==> src/rtl/fmn_pkg.sv <==
package fmn_pkg;

    typedef enum logic [1:0] {
        ST_IDLE = 2'd0,
        ST_BUSY = 2'd1,
        ST_DONE = 2'd2
    } node_st_e;

endpackage

==> src/rtl/fmn_ctrl.sv <==
module fmn_ctrl
    import fmn_pkg::*;
#(
    parameter int B_W = 4
) (
    input  logic           clk,
    input  logic           rst,
    input  logic           up_valid,
    input  logic           done_clr,
    input  logic [B_W-1:0] op_b,
    output logic           load,
    output logic           step,
    output logic           finish,
    output logic           done
);

    typedef struct packed {
        node_st_e       st;
        logic           up_prev;
        logic [B_W-1:0] cnt;
    } ctrl_t;

    ctrl_t ctl_d, ctl_q;
    logic  rise;

    always_comb begin
        ctl_d         = ctl_q;
        ctl_d.up_prev = up_valid;
        load          = 1'b0;
        step          = 1'b0;
        finish        = 1'b0;
        rise          = up_valid & ~ctl_q.up_prev;
        unique case (ctl_q.st)
            ST_IDLE: begin
                if (rise) begin
                    ctl_d.st  = ST_BUSY;
                    ctl_d.cnt = op_b;
                    load      = 1'b1;
                end
            end
            ST_BUSY: begin
                if (ctl_q.cnt == '0) begin
                    finish   = 1'b1;
                    ctl_d.st = done_clr ? ST_IDLE : ST_DONE;
                end else begin
                    step      = 1'b1;
                    ctl_d.cnt = ctl_q.cnt - 1'b1;
                end
            end
            ST_DONE: begin
                if (rise) begin
                    ctl_d.st  = ST_BUSY;
                    ctl_d.cnt = op_b;
                    load      = 1'b1;
                end else if (done_clr) begin
                    ctl_d.st = ST_IDLE;
                end
            end
            default: ctl_d.st = ST_IDLE;
        endcase
    end

    always_ff @(posedge clk) begin
        if (rst) begin
            ctl_q.st      <= ST_IDLE;
            ctl_q.up_prev <= 1'b0;
            ctl_q.cnt     <= '0;
        end else begin
            ctl_q <= ctl_d;
        end
    end

    assign done = (ctl_q.st == ST_DONE);

    // a rise seen outside a run moves the node into BUSY
    p_start_on_rise_r2: assert property (@(posedge clk) disable iff (rst)
        (ctl_q.st != ST_BUSY && up_valid && !ctl_q.up_prev) |=> (ctl_q.st == ST_BUSY));

    // a run is never restarted while busy
    p_busy_no_restart_r5: assert property (@(posedge clk) disable iff (rst)
        (ctl_q.st == ST_BUSY && ctl_q.cnt != '0) |=> (ctl_q.st == ST_BUSY && ctl_q.cnt == $past(ctl_q.cnt) - 1'b1));

    // a clear on the completion edge sends the node to IDLE
    p_finish_clear_r7: assert property (@(posedge clk) disable iff (rst)
        (finish && done_clr) |=> (ctl_q.st == ST_IDLE));

endmodule

==> src/rtl/fmn_accum.sv <==
module fmn_accum #(
    parameter int A_W = 8,
    parameter int B_W = 4
) (
    input  logic                 clk,
    input  logic                 rst,
    input  logic                 load,
    input  logic                 step,
    input  logic                 finish,
    input  logic [A_W-1:0]       op_a,
    output logic [A_W+B_W-1:0]   product
);

    localparam int R_W = A_W + B_W;

    typedef struct packed {
        logic [A_W-1:0] a;
        logic [R_W-1:0] acc;
        logic [R_W-1:0] res;
    } acc_t;

    acc_t acc_d, acc_q;

    always_comb begin
        acc_d = acc_q;
        if (load) begin
            acc_d.a   = op_a;
            acc_d.acc = '0;
        end else if (step) begin
            acc_d.acc = acc_q.acc + R_W'(acc_q.a);
        end
        if (finish) begin
            acc_d.res = acc_q.acc;
        end
    end

    always_ff @(posedge clk) begin
        if (rst) begin
            acc_q <= '0;
        end else begin
            acc_q <= acc_d;
        end
    end

    assign product = acc_q.res;

    // the product register moves only on a completion edge
    p_product_hold_r8: assert property (@(posedge clk) disable iff (rst)
        !finish |=> $stable(product));

    // the latched multiplicand is untouched outside a load
    p_operand_kept_r5: assert property (@(posedge clk) disable iff (rst)
        !load |=> (acc_q.a == $past(acc_q.a)));

endmodule

==> src/rtl/flow_mul_node.sv <==
module flow_mul_node #(
    parameter int A_W = 8,
    parameter int B_W = 4
) (
    input  logic                 clk,
    input  logic                 rst,
    input  logic                 up_valid,
    input  logic                 done_clr,
    input  logic [A_W-1:0]       op_a,
    input  logic [B_W-1:0]       op_b,
    output logic [A_W+B_W-1:0]   product,
    output logic                 done
);

    logic load, step, finish;

    fmn_ctrl #(.B_W(B_W)) u_ctrl (
        .clk      (clk),
        .rst      (rst),
        .up_valid (up_valid),
        .done_clr (done_clr),
        .op_b     (op_b),
        .load     (load),
        .step     (step),
        .finish   (finish),
        .done     (done)
    );

    fmn_accum #(.A_W(A_W), .B_W(B_W)) u_accum (
        .clk     (clk),
        .rst     (rst),
        .load    (load),
        .step    (step),
        .finish  (finish),
        .op_a    (op_a),
        .product (product)
    );

    // a clear forces done low after the next edge
    p_clear_drops_r7: assert property (@(posedge clk) disable iff (rst)
        done_clr |=> !done);

    // done is sticky without a clear or a fresh rise
    p_sticky_r6: assert property (@(posedge clk) disable iff (rst)
        (done && !done_clr && !(up_valid && !$past(up_valid))) |=> done);

    // product is stable while done stays high
    p_hold_while_done_r8: assert property (@(posedge clk) disable iff (rst)
        (done && $past(done)) |-> $stable(product));

    // reset clears the outputs
    p_reset_state_r1: assert property (@(posedge clk)
        rst |=> (!done && product == '0));

endmodule

==> config.mk <==
export PLATFORM = sky130hd
export DESIGN_NAME = flow_mul_node
export DESIGN_NICKNAME = d
export VERILOG_FILES = /design/src/rtl/fmn_pkg.sv /design/src/rtl/fmn_ctrl.sv /design/src/rtl/fmn_accum.sv /design/src/rtl/flow_mul_node.sv
export SDC_FILE = /design/constraint.sdc
export NUM_CORES = 1
export LEC_CHECK = 0
export ABC_CLOCK_PERIOD_IN_PS = 3000
export BUFFER_PORTS_ARGS = -buffer_cell sky130_fd_sc_hd__buf_2
export CAP_MARGIN = 30
export CORE_ASPECT_RATIO = 1.5
export CORE_MARGIN = 1
export CORE_UTILIZATION = 61
export DETAILED_ROUTE_END_ITERATION = 12
export PLACE_DENSITY = 0.91
export SLEW_MARGIN = 20
export SYNTH_ARGS = -nofsm -noshare
export SYNTH_HDL_FRONTEND = slang
export SYNTH_SLANG_ARGS = --single-unit
==> constraint.sdc <==
create_clock -name clk -period 3 [get_ports clk]
set_clock_uncertainty 0.05 [all_clocks]
set_input_delay 0.6 -clock clk [delete_from_list [all_inputs] [get_ports clk]]
set_output_delay 0.6 -clock clk [all_outputs]
set_load 0.01 [all_outputs]
-- After elaboration in Yosys (flattened, before gate mapping)
Index checks and enable logic that the tools add are counted.
- flip-flop bits (word level): 39
- bits in latches: 0
- RAM bits: 0
- bits in read-only memories: 0
- input bits: 16
- output and inout bits: 13
- word-level logic and storage cells: 39
- memories kept: 0
- add/subtract/negate cells: 2
- multipliers: 0
- div/mod/pow operators: 0
- magnitude comparators: 0
- eq/ne operators: 7
- shifts and indexed selects: 0
- multiplexer cells: 15
- bitwise operators: 2
- reduce and logical (&&, ||, !) cells: 7
- operators with widths (operator ; count):
    $add A12 B8 Y12 ; 1
    $mux W2 ; 5
    $mux W4 ; 2
    $pmux W4 S2 ; 1
    $mux W1 ; 6
    $ne A2 B1 Y1 const B ; 3
    $pmux W2 S3 ; 1
    $reduce_and A3 Y1 ; 2
    $logic_not A4 Y1 ; 1
    $reduce_or A2 Y1 ; 2
    $sub A4 B1 Y4 const B ; 1
    $ne A3 B2 Y1 const B ; 1
    $eq A2 B1 Y1 const B ; 1
    $eq A2 B2 Y1 const B ; 1
    $logic_not A2 Y1 ; 1
    $ne A2 B2 Y1 const B ; 1
    $reduce_bool A2 Y1 ; 1
    $and A1 B1 Y1 ; 1
    $not A1 Y1 ; 1

-- Longest topological paths before layout
Gate-level depths: netlist of run 1.
- depth in word-level cells: 5
- depth in mapped cells: 7
- depth with buffers taken out: 6

-- Modules after synthesis
Synthesis of run 1 repeated with hierarchy kept, for this count alone.
- cells, all modules: 219
- area, all modules: 2075.7 um2
- modules (own cells, without submodules) (module ; instances ; cells each ; area an instance (um2) ; sequential area each (um2)):
    fmn_accum ; 1 ; 170 ; 1666.6 ; 640.6
    fmn_ctrl ; 1 ; 49 ; 409.1 ; 140.1

-- Worst setup path after synthesis of run 1
Ideal clock, no wire load.
- kind: register to register
- from: register u_accum.acc_q[12] (netlist bit)
- to: register u_accum.acc_q[20] (netlist bit)
- library setup time: 72 ps
- data arrival time: 1868 ps
- required time: 2878 ps
- setup slack: 1010 ps
- cell stages (with the launch flop): 7
- buffers on the path: 0
- period minus slack after synthesis: 1990 ps
- cells stage by stage: dfxtp_1 > ha_1 > fa_1 > a21o_1 > a221oi_1 > a2bb2oi_1 > mux2i_1
- word-level cells in the longest chain between the ends: 1
- RTL lines (item ; line ; source):
    from (decl) ; fmn_accum.sv:22 ; acc_t acc_d, acc_q;
    from (signal assigned) ; fmn_accum.sv:39 ; acc_q <= '0;
    from (signal assigned) ; fmn_accum.sv:41 ; acc_q <= acc_d;
    $add A12 B8 Y12 ; fmn_accum.sv:30 ; acc_d.acc = acc_q.acc + R_W'(acc_q.a);
No other way between the ends.
A chain may end at the register's enable or synchronous reset.

-- Worst setup path in the final report of run 1
Same ends and word-level chain as after synthesis.

==> results.json, run 1 <==
{
  "ys_seq_area_frac": 0.3871,
  "synth-edff-count": 0,
  "n_fill_cell": 286,
  "max_freq_mhz": 461.5,
  "rr_startpoint": "u_accum.acc_q[12]",
  "nets": 275,
  "clk_latency_ns": 0.29,
  "yosysTopAreaCell": "dfxtp_1",
  "clk_pin_slew_worst_paths_ns": 0.08,
  "cts_hold_buf": 0,
  "clock_path_buffers": 2,
  "holdCritStartpoint": "u_accum.product[3]",
  "htreeDepth": 2,
  "place_congestion": 0.8247,
  "rows": 25,
  "coreArea_um2": 3159,
  "post-route-drc-count": 0,
  "ys_top_cells_by_area": "dfxtp_1, nand2_1, ha_1, mux2i_1, a21oi_1",
  "crit_fanout": 3,
  "reg2reg_depth": 6,
  "slew_headroom": 0.5095,
  "cts_sinks": 39,
  "fin_crit_ns": 2.167,
  "fin_crit_sh": 0.7224,
  "grt_usage": 0.2502,
  "synth.net_count": 260,
  "yosysTopAreaCellShare": 0.3871,
  "cts_tree": "built",
  "yosys_warnings": 0,
  "worstPathRequired_ns": 3.18,
  "ff2ff_setup_slack_ns": 0.83,
  "drt_first_pass_iters": 4,
  "rsz0062_at_grt": "no",
  "avgRoutedWirePerCell_um": 13.41,
  "synth_cells": 233,
  "ys_seq_elements": 39,
  "dp_worst_setup_slack_ns": 0.8652,
  "ir_drop_v": 0.0005135,
  "criticalPathCategory": "register to register",
  "ant_nets": 0,
  "die_area_um2": 3545,
  "dp_hpwl_um": 2887,
  "min_path_cells": 2,
  "final_hold_viol_count": 0,
  "die_h_um": 72.43,
  "placedCellCount": 281,
  "crit_path_end_kind": "register",
  "post_cts_buffers": 0,
  "syn2layout_area_growth_pct": 8.871,
  "ys.flop_type": "dfxtp_1",
  "cellLeakagePower_nw": 0.9166,
  "avgSynthCellArea_um2": 8.656,
  "worst_slack_ns": 0.8329,
  "max_cap_violations": 0,
  "ys_types": 49,
  "hold_end": "u_accum.product[3]",
  "drt_iter0_markers": 31,
  "grt_pass1_wl_um": 6610,
  "drv_slew": 0,
  "gr-total-overflow": 0,
  "grt_start_max_net_pins": 33,
  "portBuffers": 28,
  "p_per_area_nw_per_um2": 519.3,
  "async_flop_share": 0,
  "routed_wl_um": 3875,
  "utilization": 0.6951,
  "cts_root_buf": "clkbuf_8",
  "final_common_cell": "nand2_1",
  "start_util": 0.6384,
  "pin_count": 29,
  "crit_arrival_ns": 2.35,
  "whs_ns": 0.4026,
  "die_w_um": 48.95,
  "insertedDiodeCount": 0,
  "via_per_inst": 5.689,
  "cts_buffers": 5,
  "syn_area_um2": 2017,
  "outcome": "completed",
  "startpoint_type": "register",
  "vias": 1644,
  "setup_violations": 0,
  "antenna_found_initial": 0,
  "min_path_type": "register to register",
  "post_cts_resized": 0,
  "grt_pass1_vias": 1553,
  "drive_above_1_share": 0.1968,
  "layout_common_cells": "nand2_1, dfxtp_1, buf_2",
  "tightest_slew_ns": 0.7331,
  "fin_cells": 289,
  "r2r-end": "u_accum.acc_q[20]",
  "fin_tns_setup_ns": 0
}
cell usage after synthesis, types with 2 or more instances:
| library cell | count |
|---|---|
| buf_6 | 2 |
| nor2_1 | 14 |
| nand3_1 | 7 |
| buf_4 | 12 |
| clkbuf_1 | 4 |
| a21o_1 | 3 |
| o21ai_1 | 3 |
| xnor2_1 | 2 |
| a2bb2oi_1 | 2 |
| ha_1 | 10 |
| a211oi_1 | 6 |
| buf_2 | 4 |
| o211ai_1 | 2 |
| a31oi_1 | 3 |
| or3_1 | 5 |
| a32oi_1 | 2 |
| nor2b_1 | 2 |
| dfxtp_1 | 39 |
| nand2_1 | 40 |
| or3b_4 | 2 |
| nand4_1 | 2 |
| o21ai_0 | 4 |
| a21oi_1 | 22 |
| inv_1 | 5 |
| mux2i_1 | 12 |
cell type report:
cell class / instances / area [µm²] / area share
timing repair buffer: 31 / 162.7 / 0.07407
clock buffer: 6 / 82.58 / 0.03761
multi-input combinational: 166 / 1066 / 0.4855
tap: 40 / 50.05 / 0.02279
sequential: 39 / 780.7 / 0.3556
clock inverter: 2 / 35.03 / 0.01595
inverter: 5 / 18.77 / 0.008547
cells by family (layout without fill, tap and decap cells):
group                      after synthesis  count (layout)  share of synthesized area
AOI/OAI and AO/OA                       55              55                     0.1737
xor gates and xnor gates                 3               3                    0.01303
adders and majority gates               11              11                    0.07196
buffers and inverters                   28              44                    0.08437
DFF                                     39              39                     0.3871
muxes                                   12              12                    0.05956
and+or+nand+nor                         85              85                     0.2103
routing by layer:
metal | track usage | wire (µm)
met5 | 0 | 0
met4 | 0.1242 | 102
met3 | 0.07338 | 165
met2 | 0.4537 | 1959
met1 | 0.2601 | 1647
state kept, by name, summed over array words and instances (netlist names):
register,flops
u_accum.acc_q,20
u_accum.product,12
u_ctrl.ctl_q,7
how the worst max path moves through the flow:
stage | startpoint | to | cells past startpoint | slack [ns]
CTS | u_accum.acc_q[12] | u_accum.acc_q[20] | 6 | 0.84
global route | u_accum.acc_q[12] | u_accum.acc_q[20] | 6 | 0.69
finish | u_accum.acc_q[12] | u_accum.acc_q[20] | 6 | 0.83
detailed placement | u_accum.acc_q[12] | u_accum.acc_q[20] | 6 | 0.87
floorplan | u_accum.acc_q[12] | u_accum.acc_q[20] | 6 | 1.01
global placement | u_accum.acc_q[12] | u_accum.acc_q[20] | 6 | 0.92
report_power, final:
group | leakage, nW | switching [mW] | internal, mW | total [mW]
logic | 0.539 | 0.0834 | 0.0564 | 0.140
registers | 0.317 | 0.0162 | 0.534 | 0.550
clock network | 0.0612 | 0.181 | 0.269 | 0.450
critical path: stages, from the launching register on:
cell	delay, ns
dfxtp_1	0.33
ha_1	0.24
fa_1	0.41
a21o_1	0.19
a221oi_1	0.46
a2bb2oi_1	0.23
mux2i_1	0.19
through the flow:
stage          cell area (µm²)  power, mW
2_1_floorplan             2017     0.6668
3_3_place_gp              2078     0.6951
3_5_place_dp              2078     0.7008
4_1_cts                   2196      1.151
5_1_grt                   2196      1.191
6_report                  2196      1.140
Note: power is estimated with default switching activity, not from simulation.
==> inputs of run 2 (changes only) <==
--- a/config.mk
+++ b/config.mk
@@ -5,14 +5,15 @@
 export SDC_FILE = /design/constraint.sdc
 export NUM_CORES = 1
 export LEC_CHECK = 0
-export ABC_CLOCK_PERIOD_IN_PS = 3000
+export ABC_AREA = 1
+export ABC_CLOCK_PERIOD_IN_PS = 1880
 export BUFFER_PORTS_ARGS = -buffer_cell sky130_fd_sc_hd__buf_2
 export CAP_MARGIN = 30
 export CORE_ASPECT_RATIO = 1.5
 export CORE_MARGIN = 1
-export CORE_UTILIZATION = 61
+export CORE_UTILIZATION = 51
 export DETAILED_ROUTE_END_ITERATION = 12
-export PLACE_DENSITY = 0.91
+export PLACE_DENSITY = 0.82
 export SLEW_MARGIN = 20
 export SYNTH_ARGS = -nofsm -noshare
 export SYNTH_HDL_FRONTEND = slang
==> constraint.sdc (replaced) <==
create_clock -name clk -period 1.88 [get_ports clk]
set_clock_uncertainty 0.05 [all_clocks]
set_input_delay 0.376 -clock clk [delete_from_list [all_inputs] [get_ports clk]]
set_output_delay 0.376 -clock clk [all_outputs]
set_load 0.01 [all_outputs]
==> run 2 against run 1 <==
Net effect:
- sequential share of layout area shrank 0.54 points
- count of clock-buffer cells in the layout shrank 1
- critical path depth grew 2
- combinational power grew to 2.6 times the previous value
- sequential power grew 69%
- fmax grew 28%
- via count grew 5.8%
- sequential cell count is the same
- cell area grew 1.5%
- synthesized cell count grew 20%
- largest cell class unchanged
==> results.json, run 2 <==
{
  "grt_pass1_vias": 1595,
  "drt_first_pass_iters": 4,
  "avgSynthCellArea_um2": 7.189,
  "p_per_area_nw_per_um2": 887.6,
  "fin_crit_ns": 1.695,
  "ys.flop_type": "dfxtp_1",
  "gr-total-overflow": 0,
  "vias": 1739,
  "ys_types": 30,
  "start_util": 0.5397,
  "avgRoutedWirePerCell_um": 10.96,
  "grt_pass1_wl_um": 6548,
  "coreArea_um2": 3716,
  "grt_start_max_net_pins": 25,
  "yosys_warnings": 0,
  "critical-path-slowest-cell": "fa_1",
  "cts_buffers": 5,
  "yosysTopAreaCell": "dfxtp_1",
  "post-route-drc-count": 0,
  "antenna_found_initial": 0,
  "routed_wl_um": 3780,
  "drive_above_1_share": 0.1656,
  "drv_slew": 0,
  "die_w_um": 53.21,
  "clk_pin_slew_worst_paths_ns": 0.08,
  "cts_hold_buf": 0,
  "synth_cells": 279,
  "fin_tns_setup_ns": 0,
  "pin_count": 29,
  "dp_hpwl_um": 2865,
  "largest_reg_flops": 20,
  "cts_tree": "built",
  "regMostFlops": "u_accum.acc_q",
  "ant_nets": 0,
  "insertedDiodeCount": 0,
  "async_flop_share": 0,
  "rsz0062_at_grt": "no",
  "ys_seq_area_frac": 0.3893,
  "drt_iter0_markers": 30,
  "criticalPathCategory": "register to register",
  "htreeDepth": 2,
  "n_fill_cell": 355,
  "crit_arrival_ns": 1.83,
  "layout_common_cells": "nand2_1, dfxtp_1, nor2_1",
  "worst_slack_ns": 0.1855,
  "cts_sinks": 39,
  "cts_root_buf": "clkbuf_8",
  "final_common_cell": "nand2_1",
  "post_cts_resized": 0,
  "worstPathRequired_ns": 2.02,
  "max_cap_violations": 0,
  "max_freq_mhz": 590.1,
  "yosysTopAreaCellShare": 0.3893,
  "ys_top_cells_by_area": "dfxtp_1, nand2_1, a21oi_1, nor2_1, inv_1",
  "startpoint_type": "register",
  "via_per_inst": 5.041,
  "multiInputGateArea_um2": 973.4,
  "slowest_delay_ns": 0.41,
  "cellLeakagePower_nw": 1.095,
  "grt_usage": 0.2080,
  "tightest_slew_ns": 0.2938,
  "synth_common_cells": "nand2_1, dfxtp_1, nor2_1, inv_1, a21oi_1",
  "seq_area_um2": 780.7,
  "crit_fanout": 4,
  "nets": 328,
  "synth-edff-count": 0,
  "crit_path_end_kind": "register",
  "cp_cell_sequence": "ha_1, fa_1, nand2_1, nand2_1, nand4_1, nand2_1, a21oi_1, nor2_1",
  "synth.most_common_cell": "nand2_1",
  "slew_headroom": 0.8041,
  "clk_latency_ns": 0.29,
  "outcome": "completed",
  "syn2layout_area_growth_pct": 11.17,
  "die_h_um": 78.81,
  "place_congestion": 0.8965,
  "min_path_type": "primary input to register",
  "fin_crit_sh": 0.9013,
  "clock_path_buffers": 2,
  "portBuffers": 28,
  "post_cts_buffers": 0,
  "die_area_um2": 4193,
  "syn_area_um2": 2006,
  "ys_seq_elements": 39,
  "rows": 27,
  "setup_violations": 0,
  "ir_drop_v": 0.0006443,
  "synth.net_count": 306,
  "crit_top_cell": "nand2_1",
  "dp_worst_setup_slack_ns": 0.1808,
  "final_hold_viol_count": 0
}
-- run 2: layout make-up --
type | count | area share
multi-input cells | 186 | 0.4366
repair buffers | 32 | 0.07632
clock buffers | 5 | 0.03086
well taps | 43 | 0.02413
clock inverters | 3 | 0.01964
inverters | 37 | 0.06229
flip-flops and latches | 39 | 0.3502
-- run 2: logic make-up after synthesis --
kind of cell,Yosys count,synth area share
adders and majority gates,11,0.07236
AOI/OAI and AO/OA,64,0.1703
buffers and inverters,54,0.1254
DFF,39,0.3893
xor gates and xnor gates,3,0.01310
and+or+nand+nor,108,0.2296
-- run 2: where the power goes --
part	switching, mW	internal (mW)	total, mW
Combinational	0.224	0.135	0.358
Clock	0.297	0.395	0.692
Sequential	0.0363	0.892	0.928
-- run 2: critical path, delay by kind of cell (launching register included) --
| kind | cells | cell delay, ns |
|---|---|---|
| AOI/OAI and AO/OA | 1 | 0.16 |
| adders and majority gates | 2 | 0.66 |
| DFF | 1 | 0.33 |
| and+or+nand+nor | 5 | 0.41 |
-- run 2: path summary, 6_finish.rpt --
check | startpoint | slack [ns] | cells past startpoint | end
worst min-delay path | done_clr | 0.19 | 2 | u_ctrl.ctl_q[6]
worst max register to register | u_accum.acc_q[12] | 0.19 | 8 | u_accum.acc_q[22]
worst min register to register | u_accum.acc_q[21] | 0.42 | 2 | u_accum.acc_q[21]
worst max-delay path | u_accum.acc_q[12] | 0.19 | 8 | u_accum.acc_q[22]
-- run 2: layer usage --
layer	share of wire	global-route usage	vias up
li1	-	-	934
met1	0.47	0.2518	771
met2	0.48	0.3388	28
met3	0.031	0.05172	6
met4	0.017	0.08684	0
met5	0	0	-
-- run 2: per-stage QoR --
stage | power, mW | instance area (µm²) | instances | util | hold WS (ns)
final | 1.979 | 2230 | 345 | 0.6000 | 0.1869
after global routing | 2.093 | 2230 | 345 | 0.6000 | 0.1898
after CTS | 1.995 | 2230 | 345 | 0.6000 | 0.1875
after detailed placement | 1.305 | 2117 | 337 | 0.5697 | 0.4105
after global placement | 1.298 | 2117 | 337 | 0.5697 | 0.4020
after floorplan | 1.231 | 2006 | 279 | - | 0.3891
==> inputs of run 3 (changes only) <==
--- a/config.mk
+++ b/config.mk
@@ -9,7 +9,7 @@
 export ABC_CLOCK_PERIOD_IN_PS = 1880
 export BUFFER_PORTS_ARGS = -buffer_cell sky130_fd_sc_hd__buf_2
 export CAP_MARGIN = 30
-export CORE_ASPECT_RATIO = 1.5
+export CORE_ASPECT_RATIO = 0.7
 export CORE_MARGIN = 1
 export CORE_UTILIZATION = 51
 export DETAILED_ROUTE_END_ITERATION = 12
==> run 3 against run 2 <==
Net effect:
- critical path depth is 1 higher
- routed wire length is 15% higher
- utilization is 0.87 points higher
- sequential cell count stayed put
- combinational power is 5% higher
- total power is 5.1% lower
- clock power is 17% lower
- sequential power hardly changed
- sequential share of layout area is 0.14 points higher
==> results.json, run 3 (synthesized netlist as in run 2, its figures left out) <==
{
  "drt_iter0_markers": 145,
  "reg2reg_depth": 9,
  "regMostFlops": "u_accum.acc_q",
  "antenna_found_initial": 0,
  "fin_tns_setup_ns": 0,
  "final_common_cell": "nand2_1",
  "vias": 1779,
  "grt_usage": 0.2304,
  "htreeDepth": 2,
  "fin_crit_ns": 1.739,
  "crit_arrival_ns": 1.91,
  "post_cts_buffers": 0,
  "ant_nets": 0,
  "criticalPathCategory": "register to register",
  "avgRoutedWirePerCell_um": 12.35,
  "tightest_slew_ns": 0.3222,
  "final_hold_viol_count": 0,
  "clk_pin_slew_worst_paths_ns": 0.07,
  "cts_hold_buf": 0,
  "worstPathRequired_ns": 2.05,
  "place_congestion": 0.9131,
  "drv_slew": 0,
  "cts_tree": "built",
  "coreArea_um2": 3649,
  "whs_ns": 0.1863,
  "grt_pass1_vias": 1592,
  "grt_pass1_wl_um": 7293,
  "min_path_cells": 2,
  "max_freq_mhz": 574.9,
  "p_sw_mw": 0.5588,
  "start_util": 0.5497,
  "rows": 18,
  "die_area_um2": 4192,
  "utilization": 0.6087,
  "drive_above_1_share": 0.1656,
  "portBuffers": 28,
  "crit_top_cell": "nand2_1",
  "routed_wl_um": 4347,
  "p_per_area_nw_per_um2": 845.2,
  "layout_common_cells": "nand2_1, dfxtp_1, nor2_1",
  "critical-path-slowest-cell": "fa_1",
  "slew_headroom": 0.7844,
  "drt_first_pass_iters": 4,
  "seqPwrFrac": 0.496,
  "pin_count": 29,
  "insertedDiodeCount": 0,
  "gr-total-overflow": 0,
  "post-route-drc-count": 0,
  "cts_sinks": 39,
  "startpoint_type": "register",
  "slowest_delay_ns": 0.42,
  "via_per_inst": 5.054,
  "syn2layout_area_growth_pct": 10.73,
  "clock_path_buffers": 2,
  "rsz0062_at_grt": "no",
  "ir_drop_v": 0.0005480,
  "netSwitchingFraction": 0.2977,
  "grt_start_max_net_pins": 25,
  "die_w_um": 76.96,
  "internal_power_mw": 1.318,
  "dp_hpwl_um": 3188,
  "pwr-share-comb": 0.200,
  "crit_fanout": 4,
  "crit_path_end_kind": "register",
  "clk_latency_ns": 0.29,
  "fin_crit_sh": 0.9252,
  "cts_root_buf": "clkbuf_8",
  "setup_violations": 0,
  "max_cap_violations": 0,
  "largest_reg_flops": 20,
  "outcome": "completed",
  "p_total_mw": 1.877,
  "cellLeakagePower_nw": 1.089,
  "p_clk_frac": 0.304,
  "nets": 329,
  "min_path_type": "primary input to register",
  "post_cts_resized": 0,
  "die_h_um": 54.47,
  "cts_buffers": 5,
  "cp_cell_sequence": "ha_1, fa_1, nand2_1, nand2_1, nand4_1, nand2_1, nand2_1, nand2_1, a21oi_1"
}
[run 3: changes by cell type in the layout (fill, tap and decap cells not counted)]
cell | before | now
clkinv_4 | 1 | 0
buf_4 | 4 | 5
bufinv_16 | 1 | 0
clkbuf_8 | 5 | 6
[run 3: final timing paths]
path / from / endpoint / slack [ns]
max: u_accum.acc_q[12] / u_accum.acc_q[20] / 0.14
min: done_clr / u_ctrl.ctl_q[6] / 0.19
max reg2reg: u_accum.acc_q[12] / u_accum.acc_q[20] / 0.14
min reg2reg: u_accum.acc_q[21] / u_accum.acc_q[21] / 0.41
[run 3: cell type report]
| cell class | instances | area [µm²] |
|---|---|---|
| sequential | 39 | 780.7 |
| timing repair buffer | 33 | 177.7 |
| clock inverter | 1 | 5.005 |
| multi-input combinational | 186 | 973.4 |
| tap | 50 | 62.56 |
| fill | 349 | 1428 |
| clock buffer | 6 | 82.58 |
| inverter | 37 | 138.9 |
[run 3: routing by layer]
layer / GRT usage / part of all wire / up-vias
met3: 0.06000 / 0.049 / 8
met2: 0.3259 / 0.40 / 50
met5: 0 / 0 / -
met1: 0.3266 / 0.53 / 780
met4: 0.1058 / 0.014 / 0
li1: - / - / 941
[run 3: stage by stage]
| step | area, µm² | instances | worst slack (ns) |
|---|---|---|---|
| global placement | 2133 | 345 | 0.2502 |
| finish | 2221 | 352 | 0.1406 |
| detailed placement | 2133 | 345 | 0.1835 |
| global route | 2221 | 352 | 0.02118 |
| floorplan | 2006 | 279 | 0.3027 |
| CTS | 2221 | 352 | 0.1605 |
[run 3: worst max-delay path: cells and delay by family (launching register included)]
| family | cells | cell delay [ns] |
|---|---|---|
| adder cells (fa/ha/maj) | 2 | 0.67 |
| AND/OR/NAND/NOR | 6 | 0.49 |
| flip-flops | 1 | 0.33 |
| AO/OA/AOI/OAI | 1 | 0.11 |
[run 3: power by group through the flow]
stage          Combinational [mW]  Sequential (mW)  Clock [mW]
2_1_floorplan               0.292            0.939           0
3_3_place_gp                0.360            0.946           0
3_5_place_dp                0.373            0.949           0
4_1_cts                     0.375            0.931       0.588
5_1_grt                     0.425            0.940       0.616
6_report                    0.375            0.931       0.571
